`config.mk`:
```
export PLATFORM = sky130hd
export DESIGN_NAME = premac_slice
export DESIGN_NICKNAME = d
export VERILOG_FILES = /design/src/rtl/premac_pkg.sv /design/src/rtl/premac_opreg.sv /design/src/rtl/premac_preadd.sv /design/src/rtl/premac_mult.sv /design/src/rtl/premac_postadd.sv /design/src/rtl/premac_slice.sv
export SDC_FILE = /design/constraint.sdc
export NUM_CORES = 2
export LEC_CHECK = 0
export CAP_MARGIN = 20
export CORE_ASPECT_RATIO = 0.5
export CORE_UTILIZATION = 40
export CTS_BUF_LIST = sky130_fd_sc_hd__clkbuf_4 sky130_fd_sc_hd__clkbuf_8 sky130_fd_sc_hd__clkbuf_16
export DETAILED_ROUTE_END_ITERATION = 10
export DONT_BUFFER_PORTS = 1
export SETUP_SLACK_MARGIN = 0.4
export SLEW_MARGIN = 30
export SYNTH_ARGS = -nofsm -noshare
export SYNTH_HDL_FRONTEND = slang
export SYNTH_SLANG_ARGS = --single-unit
```
`constraint.sdc`:
```
create_clock -name clk -period 11.6 [get_ports clk]
set_clock_uncertainty 0.05 [all_clocks]
set_input_delay 1.16 -clock clk [delete_from_list [all_inputs] [get_ports clk]]
set_output_delay 1.16 -clock clk [all_outputs]
set_load 0.02 [all_outputs]
```
`src/rtl/premac_pkg.sv`:
```
package premac_pkg;
   // post-adder source select codes
   typedef enum logic [2:0] {
      ZS_ZERO  = 3'b000,
      ZS_ACCUM = 3'b010,
      ZS_SIDE  = 3'b011,
      ZS_CASC  = 3'b101
   } zsel_e;

   localparam logic [4:0] PREMODE_SUM = 5'b00100;
endpackage

```
`src/rtl/premac_opreg.sv`:
```
module premac_opreg #(
   parameter int W       = 8,
   parameter bit PRESENT = 1'b1,
   parameter bit HAS_CLR = 1'b0
) (
   input  logic         clk,
   input  logic         ce,
   input  logic         clr,
   input  logic [W-1:0] d,
   output logic [W-1:0] q
);
   if (PRESENT) begin : g_reg
      logic [W-1:0] q_r;
      if (HAS_CLR) begin : g_clr
         always_ff @(posedge clk) begin
            if (clr)     q_r <= '0;
            else if (ce) q_r <= d;
         end
      end else begin : g_noclr
         logic unused_clr;
         assign unused_clr = clr;
         always_ff @(posedge clk) begin
            if (ce) q_r <= d;
         end
      end
      assign q = q_r;
   end else begin : g_wire
      logic unused_ctl;
      assign unused_ctl = ce ^ clr;
      assign q = d;
   end
endmodule

```
`src/rtl/premac_preadd.sv`:
```
module premac_preadd
   import premac_pkg::*;
#(
   parameter int PRE_W = 25
) (
   input  logic [PRE_W-1:0] a_lo,
   input  logic [PRE_W-1:0] d_val,
   input  logic [4:0]       mode,
   output logic [PRE_W-1:0] pre_out
);
   always_comb begin
      if (mode == PREMODE_SUM) pre_out = a_lo + d_val;
      else                     pre_out = a_lo;
   end
endmodule

```
`src/rtl/premac_mult.sv`:
```
module premac_mult #(
   parameter int PRE_W = 25,
   parameter int B_W   = 18,
   parameter int P_W   = 48
) (
   input  logic [PRE_W-1:0] pre_i,
   input  logic [B_W-1:0]   b_i,
   output logic [P_W-1:0]   prod_o
);
   localparam int PROD_W = PRE_W + B_W;
   logic signed [PROD_W-1:0] ea, eb, full;
   always_comb begin
      ea     = PROD_W'($signed(pre_i));
      eb     = PROD_W'($signed(b_i));
      full   = ea * eb;
      prod_o = P_W'(full);
   end
endmodule

```
`src/rtl/premac_postadd.sv`:
```
module premac_postadd
   import premac_pkg::*;
#(
   parameter int P_W   = 48,
   parameter int SHIFT = 17
) (
   input  logic [2:0]     zsel,
   input  logic [P_W-1:0] prod_i,
   input  logic [P_W-1:0] side_i,
   input  logic [P_W-1:0] fb_i,
   input  logic [P_W-1:0] casc_i,
   output logic [P_W-1:0] sum_o
);
   logic [P_W-1:0] zterm;
   always_comb begin
      unique case (zsel)
         ZS_SIDE:  zterm = side_i;
         ZS_ACCUM: zterm = fb_i;
         ZS_CASC:  zterm = P_W'($signed(casc_i) >>> SHIFT);
         default:  zterm = '0;
      endcase
      sum_o = prod_i + zterm;
   end
endmodule

```
`src/rtl/premac_slice.sv`:
```
module premac_slice #(
   parameter int A_W        = 30,
   parameter int B_W        = 18,
   parameter int D_W        = 25,
   parameter int P_W        = 48,
   parameter int CASC_SHIFT = 17,
   parameter bit AREG  = 1'b1,
   parameter bit BREG  = 1'b1,
   parameter bit CREG  = 1'b1,
   parameter bit DREG  = 1'b1,
   parameter bit ADREG = 1'b1,
   parameter bit MREG  = 1'b1,
   parameter bit PREG  = 1'b1
) (
   input  logic           clk,
   input  logic           rst_p,
   input  logic [A_W-1:0] a_in,
   input  logic [D_W-1:0] d_in,
   input  logic [B_W-1:0] b_in,
   input  logic [P_W-1:0] c_in,
   input  logic [P_W-1:0] casc_in,
   input  logic [4:0]     pre_mode,
   input  logic [2:0]     z_sel,
   input  logic           ce_a,
   input  logic           ce_b,
   input  logic           ce_c,
   input  logic           ce_d,
   input  logic           ce_ad,
   input  logic           ce_m,
   input  logic           ce_p,
   output logic [P_W-1:0] p_out,
   output logic [P_W-1:0] casc_out
);
   localparam int PRE_W = D_W;

   if (PRE_W > A_W) begin : g_bad_width
      $error("premac_slice: D width exceeds A width");
   end
   if (PRE_W + B_W > P_W) begin : g_bad_prod
      $error("premac_slice: product wider than result");
   end
   if (CASC_SHIFT >= P_W || CASC_SHIFT < 1) begin : g_bad_shift
      $error("premac_slice: cascade shift out of range");
   end

   logic [PRE_W-1:0] a_stage, d_stage, pre_sum, ad_stage;
   logic [B_W-1:0]   b_stage;
   logic [P_W-1:0]   c_stage, prod, m_stage, sum, p_q, fb;

   if (A_W > PRE_W) begin : g_a_hi
      logic unused_a_hi;
      assign unused_a_hi = ^a_in[A_W-1:PRE_W];
   end

   premac_opreg #(.W(PRE_W), .PRESENT(AREG)) u_areg (
      .clk(clk), .ce(ce_a), .clr(1'b0), .d(a_in[PRE_W-1:0]), .q(a_stage));
   premac_opreg #(.W(PRE_W), .PRESENT(DREG)) u_dreg (
      .clk(clk), .ce(ce_d), .clr(1'b0), .d(d_in), .q(d_stage));
   premac_opreg #(.W(B_W), .PRESENT(BREG)) u_breg (
      .clk(clk), .ce(ce_b), .clr(1'b0), .d(b_in), .q(b_stage));
   premac_opreg #(.W(P_W), .PRESENT(CREG)) u_creg (
      .clk(clk), .ce(ce_c), .clr(1'b0), .d(c_in), .q(c_stage));

   premac_preadd #(.PRE_W(PRE_W)) u_preadd (
      .a_lo(a_stage), .d_val(d_stage), .mode(pre_mode), .pre_out(pre_sum));

   premac_opreg #(.W(PRE_W), .PRESENT(ADREG)) u_adreg (
      .clk(clk), .ce(ce_ad), .clr(1'b0), .d(pre_sum), .q(ad_stage));

   premac_mult #(.PRE_W(PRE_W), .B_W(B_W), .P_W(P_W)) u_mult (
      .pre_i(ad_stage), .b_i(b_stage), .prod_o(prod));

   premac_opreg #(.W(P_W), .PRESENT(MREG)) u_mreg (
      .clk(clk), .ce(ce_m), .clr(1'b0), .d(prod), .q(m_stage));

   // feedback exists only when the result is registered
   if (PREG) begin : g_fb
      assign fb = p_q;
   end else begin : g_nofb
      assign fb = '0;
   end

   premac_postadd #(.P_W(P_W), .SHIFT(CASC_SHIFT)) u_post (
      .zsel(z_sel), .prod_i(m_stage), .side_i(c_stage), .fb_i(fb),
      .casc_i(casc_in), .sum_o(sum));

   premac_opreg #(.W(P_W), .PRESENT(PREG), .HAS_CLR(1'b1)) u_preg (
      .clk(clk), .ce(ce_p), .clr(rst_p), .d(sum), .q(p_q));

   assign p_out    = p_q;
   assign casc_out = p_q;
endmodule

```
After elaboration in Yosys (flattened, before gate mapping)
Index checks and enable logic that the tools add are counted.
{"block": "totals", "register_bits": 232, "output_inout_bits": 96, "elab_cells": 16}
{"block": "op_classes", "add_sub_neg": 2, "multipliers": 1, "eq_ne": 4, "mux": 2}
{"operator": "$pmux 48 s3", "n": 1}
{"operator": "$add 48x48->48", "n": 1}
{"operator": "$mul 25x18->43", "n": 1}
{"operator": "$add 25x25->25", "n": 1}
{"operator": "$mux 25", "n": 1}
{"operator": "$eq 3x2->1 const B", "n": 2}
{"operator": "$eq 5x3->1 const B", "n": 1}
{"operator": "$eq 3x3->1 const B", "n": 1}

Longest topological paths before layout
{"block": "depth", "word_depth": 3, "depth_mapped": 26}

Cells and area by module
Synthesis repeated with hierarchy kept, for this count alone.
{"block": "unflattened", "cells_unflattened": 2961, "hier_area_um2": 28867.7}
{"module": "premac_mult", "n_inst": 1, "cells_per_inst": 1809, "area_per_inst_um2": 15929.0, "seq_area_each_um2": 0.0}
{"module": "premac_postadd", "n_inst": 1, "cells_per_inst": 520, "area_per_inst_um2": 3587.2, "seq_area_each_um2": 0.0}
{"module": "premac_opreg at u_creg ...", "n_inst": 2, "cells_per_inst": 48, "area_per_inst_um2": 1441.4, "seq_area_each_um2": 1441.4}
{"module": "premac_opreg at u_adreg ...", "n_inst": 3, "cells_per_inst": 25, "area_per_inst_um2": 750.7, "seq_area_each_um2": 750.7}
{"module": "premac_opreg at u_preg", "n_inst": 1, "cells_per_inst": 155, "area_per_inst_um2": 1729.2, "seq_area_each_um2": 960.9}
{"module": "premac_preadd", "n_inst": 1, "cells_per_inst": 239, "area_per_inst_um2": 1582.8, "seq_area_each_um2": 0.0}
{"module": "premac_opreg at u_breg", "n_inst": 1, "cells_per_inst": 18, "area_per_inst_um2": 540.5, "seq_area_each_um2": 540.5}
{"module": "premac_slice", "n_inst": 1, "cells_per_inst": 49, "area_per_inst_um2": 364.1, "seq_area_each_um2": 0.0}

Worst setup path after synthesis
Ideal clock, no wire load.
{"block": "synth_path", "path_kind": "reg-to-reg", "from": "register u_adreg.g_reg.q_r[11], in the netlist u_adreg.q[11]", "to": "register u_mreg.g_reg.q_r[41], in the netlist u_mreg.q[41], data pin", "setup_ns": 0.268, "arrival_ns": 6.261, "path_slack_ns": 5.020, "stages_incl_launch_ff": 25, "path_buffers": 2, "cell_sequence": "edfxtp_1 > clkbuf_1 > clkbuf_1 > nand2_1 > fa_1 > inv_1 > fa_1 > inv_1 > fa_1 > inv_1 > fa_1 > fa_1 > inv_1 > fa_1 > inv_1 > ha_1 > a21o_1 > a21o_1 > a21oi_1 > nor2_1 > a2111oi_0 > o21ai_0 > a211oi_1 > a2111o_1 > o311ai_1"}
{"block": "synth_between", "elab_chain_cells": 1}
{"element": "start, declared", "line": "premac_opreg.sv:13", "rtl": "logic [W-1:0] q_r;"}
{"element": "start signal, assigned", "line": "premac_opreg.sv:23", "rtl": "if (ce) q_r <= d;"}
{"element": "$mul 25x18->43", "line": "premac_mult.sv:15", "rtl": "full = ea * eb;"}
{"element": "via prod[41]", "line": "premac_slice.sv:48", "rtl": "logic [P_W-1:0] c_stage, prod, m_stage, sum, p_q, fb;"}
{"element": "end signal, assigned", "line": "premac_opreg.sv:23"}
{"element": "end, declared", "line": "premac_opreg.sv:13"}
The timed path passes the listed nets, and every way through them passes these cells.
A chain may end at the register's enable or synchronous reset.

Worst setup path in the final report
{"block": "layout_path", "from": "register u_breg.g_reg.q_r[17], in the netlist u_breg.q[17]", "to": "register u_mreg.g_reg.q_r[41], in the netlist u_mreg.q[41], data pin"}
{"block": "layout_between", "elab_chain_cells": 1}
{"element": "start, declared", "line": "premac_opreg.sv:13"}
{"element": "start signal, assigned", "line": "premac_opreg.sv:23"}
{"element": "$mul 25x18->43", "line": "premac_mult.sv:15"}
{"element": "via prod[41]", "line": "premac_slice.sv:48"}
The timed path passes the listed nets, and every way through them passes these cells.

==> key figures <==
Logic synthesis
  • XOR/XNOR Fraction of Synth Area: 3.09%
  • EDFF count, synth: 184
  • Mux cell area share after synthesis: 2.95%
  • Post-synthesis simple-gate area fraction: 13.1%
  • Compound-cell area share of the yosys netlist: 9.35%
  • Synth top area share: 31.0%
  • Synthesized area per cell: 9.60 µm²
  • Synth Warn #: 0
  • Post-synth ARST share: 0%
  • Synthesized Nets: 3785
  • Ys flop type: edfxtp_1
  • Synth Register Bits: 232
  • Synth top cells by count: inv_1, fa_1, nand2_1, edfxtp_1, ha_1
  • Post-synthesis instance area: 28600 µm²
  • Sequential element share of the synthesized area: 22.7%
  • Synth Instances: 2978
  • Largest family of logic cells by synthesized area: adder cells
  • Post-synth top area cell: fa_1
  • Count leader, synth: inv_1
  • Dominant cells by area after synthesis: fa_1, edfxtp_1, ha_1
  • Adder-Cell Fraction of Synth Area: 38.8%
  • Synth unique cells: 70

Global routing
  • Number of global-route vias before repair: 20707
  • Global-route wire length before repair: 114 mm
  • Antenna violations before repair: 1
  • Pin count of the biggest net entering global routing: 68
  • Overall Global Routing Usage: 19.9%
  • GR Overflow Total: 0

Routing
  • Routed wl met3: 5.01 mm
  • Top sig layer: met4
  • Vias per cell: 5.11
  • Number of remaining DRC errors: 0
  • Drt first pass iters: 5
  • Met2 WL post-DR: 31.1 mm
  • DRT iter0 DRCs: 1216
  • Routed len/inst: 18.7 µm
  • Final ANT Viol Nets: 0
  • DR vias: 19506
  • Drt total wl: 71.3 mm
  • M1 WL: 33.7 mm

CTS
  • Clock Path Buffers: 3
  • CTS Hold Buffers Added: 0
  • Number of H-tree levels: 1
  • Setup Fix Bufs, Post-CTS: 0
  • TritonCTS clock tree: built
  • Clk_lat worst skew: 0.59 ns
  • PostCTS Resize Cnt: 0
  • CTS Buf Count: 25
  • Clk root buf: clkbuf_16
  • CTS clk-pin slew, worst paths: 0.06 ns
  • Num Clock Sinks: 232

Setup path
  • CP max-delay cell: inv_1
  • Crit path DAT: 8.09 ns
  • R2R setup slack: 3.78 ns
  • FF-to-FF path depth: 20
  • Crit. Startpoint: u_breg.q[17]
  • CP startpoint kind: flop
  • Crit. End Element: flop
  • Critical-path cell list: inv_1 > nor2_1 > fa_1 > fa_1 > fa_1 > fa_1 > fa_1 > inv_1 > fa_1 > inv_1 > ha_1 > a21o_1 > a21o_1 > a21oi_1 > nor2_1 > a2111oi_0 > o21ai_0 > a211oi_1 > a2111o_1 > o311ai_1
  • Critical path capture point: u_mreg.q[41]
  • Critical path required time: 11.87 ns
  • Reg2Reg Launch Point: u_breg.q[17]
  • Worst setup path category: flop to flop
  • CP Max Fanout: 22
  • RR Endpoint: u_mreg.q[41]
  • Crit path largest cell delay: 0.78 ns
  • Most used cell along the critical path: fa_1

Floorplan
  • Die width: 380 µm
  • Initial Utilization: 40.9%
  • Die Y: 191 µm
  • FP Rows: 68
  • Die area: 72600 µm²
  • Io pins: 282
  • CORE AREA: 69900 µm²

Placed design
  • DP HPWL: 55.3 mm
  • DP Area: 29100 µm²
  • GPL Wtd Cong: 0.906
  • Number of port buffers: 0

Layout
  • Final instance area: 30000 µm²
  • Multi-input logic area: 19200 µm²
  • Synth-to-Final Area Change: 4.93%
  • Final Net Count: 3657
  • Layout cells sized above 1: 2.68%
  • Filler cell count: 6790
  • Seq. cell area: 6490 µm²

STA
  • Final setup fails: 0
  • Final hold violations: 0
  • Unrepaired setup endpoints after global routing: no
  • Relative slew slack: 34.3%
  • Tcrit/Tclk final: 67.4%
  • Max Transition Viols Final: 0
  • Period minus WS final: 7.82 ns
  • Max Fclk: 128 MHz
  • Worst-margin pin slew: 0.985 ns
  • Post-route setup TNS: 0 ns

Hold path
  • Hold Crit Class: flop to flop

Outcome
  • Status: complete, no violations

Run
  • Maxcap violations: 0
## kinds of logic after synthesis
logic type,after synthesis
mux,84
flops,232
compound gates,429
xor+xnor,101
simple gates,798
buf+inv,713
fa+ha+maj,621
## stage by stage
step	util, %	hold slack [ns]	cells	worst slack (ns)
2_1_floorplan	-	0.478	2978	5.02
3_3_place_gp	41.6	0.503	3760	3.82
5_1_grt	42.9	0.538	3814	3.29
6_report	43.0	0.517	3815	3.78
4_1_cts	42.9	0.523	3812	3.81
3_5_place_dp	41.7	0.513	3766	3.82
## routing by layer
layer / up-vias / track usage (%)
met1: 9709 / 27.9
met5: - / 0
li1: 9163 / -
met3: 89 / 4.61
met2: 545 / 31.7
met4: 0 / 4.09
## sequential cells by signal (all words and copies together), names as in the netlist
signal,count
u_dreg.q,25
u_mreg.q,43
u_adreg.q,25
u_breg.q,18
u_creg.q,48
u_preg.q,48
u_areg.q,25
## how the worst min path moves through the flow
stage               slack, ns  depth (start not counted)       endpoint          from
finish                   0.52                          1  u_adreg.q[24]  u_areg.q[24]
global route             0.54                          1  u_adreg.q[24]  u_areg.q[24]
CTS                      0.52                          1  u_adreg.q[24]  u_areg.q[24]
detailed placement       0.51                          1  u_adreg.q[24]  u_areg.q[24]
global placement         0.50                          1  u_adreg.q[24]  u_areg.q[24]
floorplan                0.48                          2   u_adreg.q[4]   u_areg.q[4]
## area by class of cell
cell class                      instances  area share, %
Inverter                              538           6.73
Clock inverter                         18          0.671
Tap cell                              945           3.94
Antenna cell                            1        0.00834
Multi-Input combinational cell       2033           64.1
Timing Repair Buffer                   20          0.663
Clock buffer                           28           2.22
Sequential cell                       232           21.6
## placed cells by master, fill, tap and decap left out, drive strengths merged, types with 8 or more instances in the layout
cell / instances
o21ai: 133
a31oi: 9
clkinv: 11
fa: 443
clkbuf: 28
a211oi: 14
buf: 20
nor3b: 8
xor2: 38
nand4: 13
o211ai: 15
inv: 542
and2: 166
nor2b: 19
o21bai: 12
nand2: 383
a21o: 58
xnor2: 63
ha: 178
nand3: 24
mux2i: 81
nor2: 106
nor3: 15
dfxtp: 48
nand2b: 24
o21a: 17
edfxtp: 184
a21oi: 110
and3: 18
## worst max-delay path: cells and delay by family, from the launching register on
kind                     cells  cell delay, ns
adder cells (fa/ha/maj)      7            3.39
AO/OA/AOI/OAI                8            2.50
buffers and inverters        3            0.89
flip-flops                   1            0.54
AND/OR/NAND/NOR              2            0.21
Power is left out: the tool's default activity adds up to more than one toggle a clock period on the data nets, which glitch-free logic cannot reach.
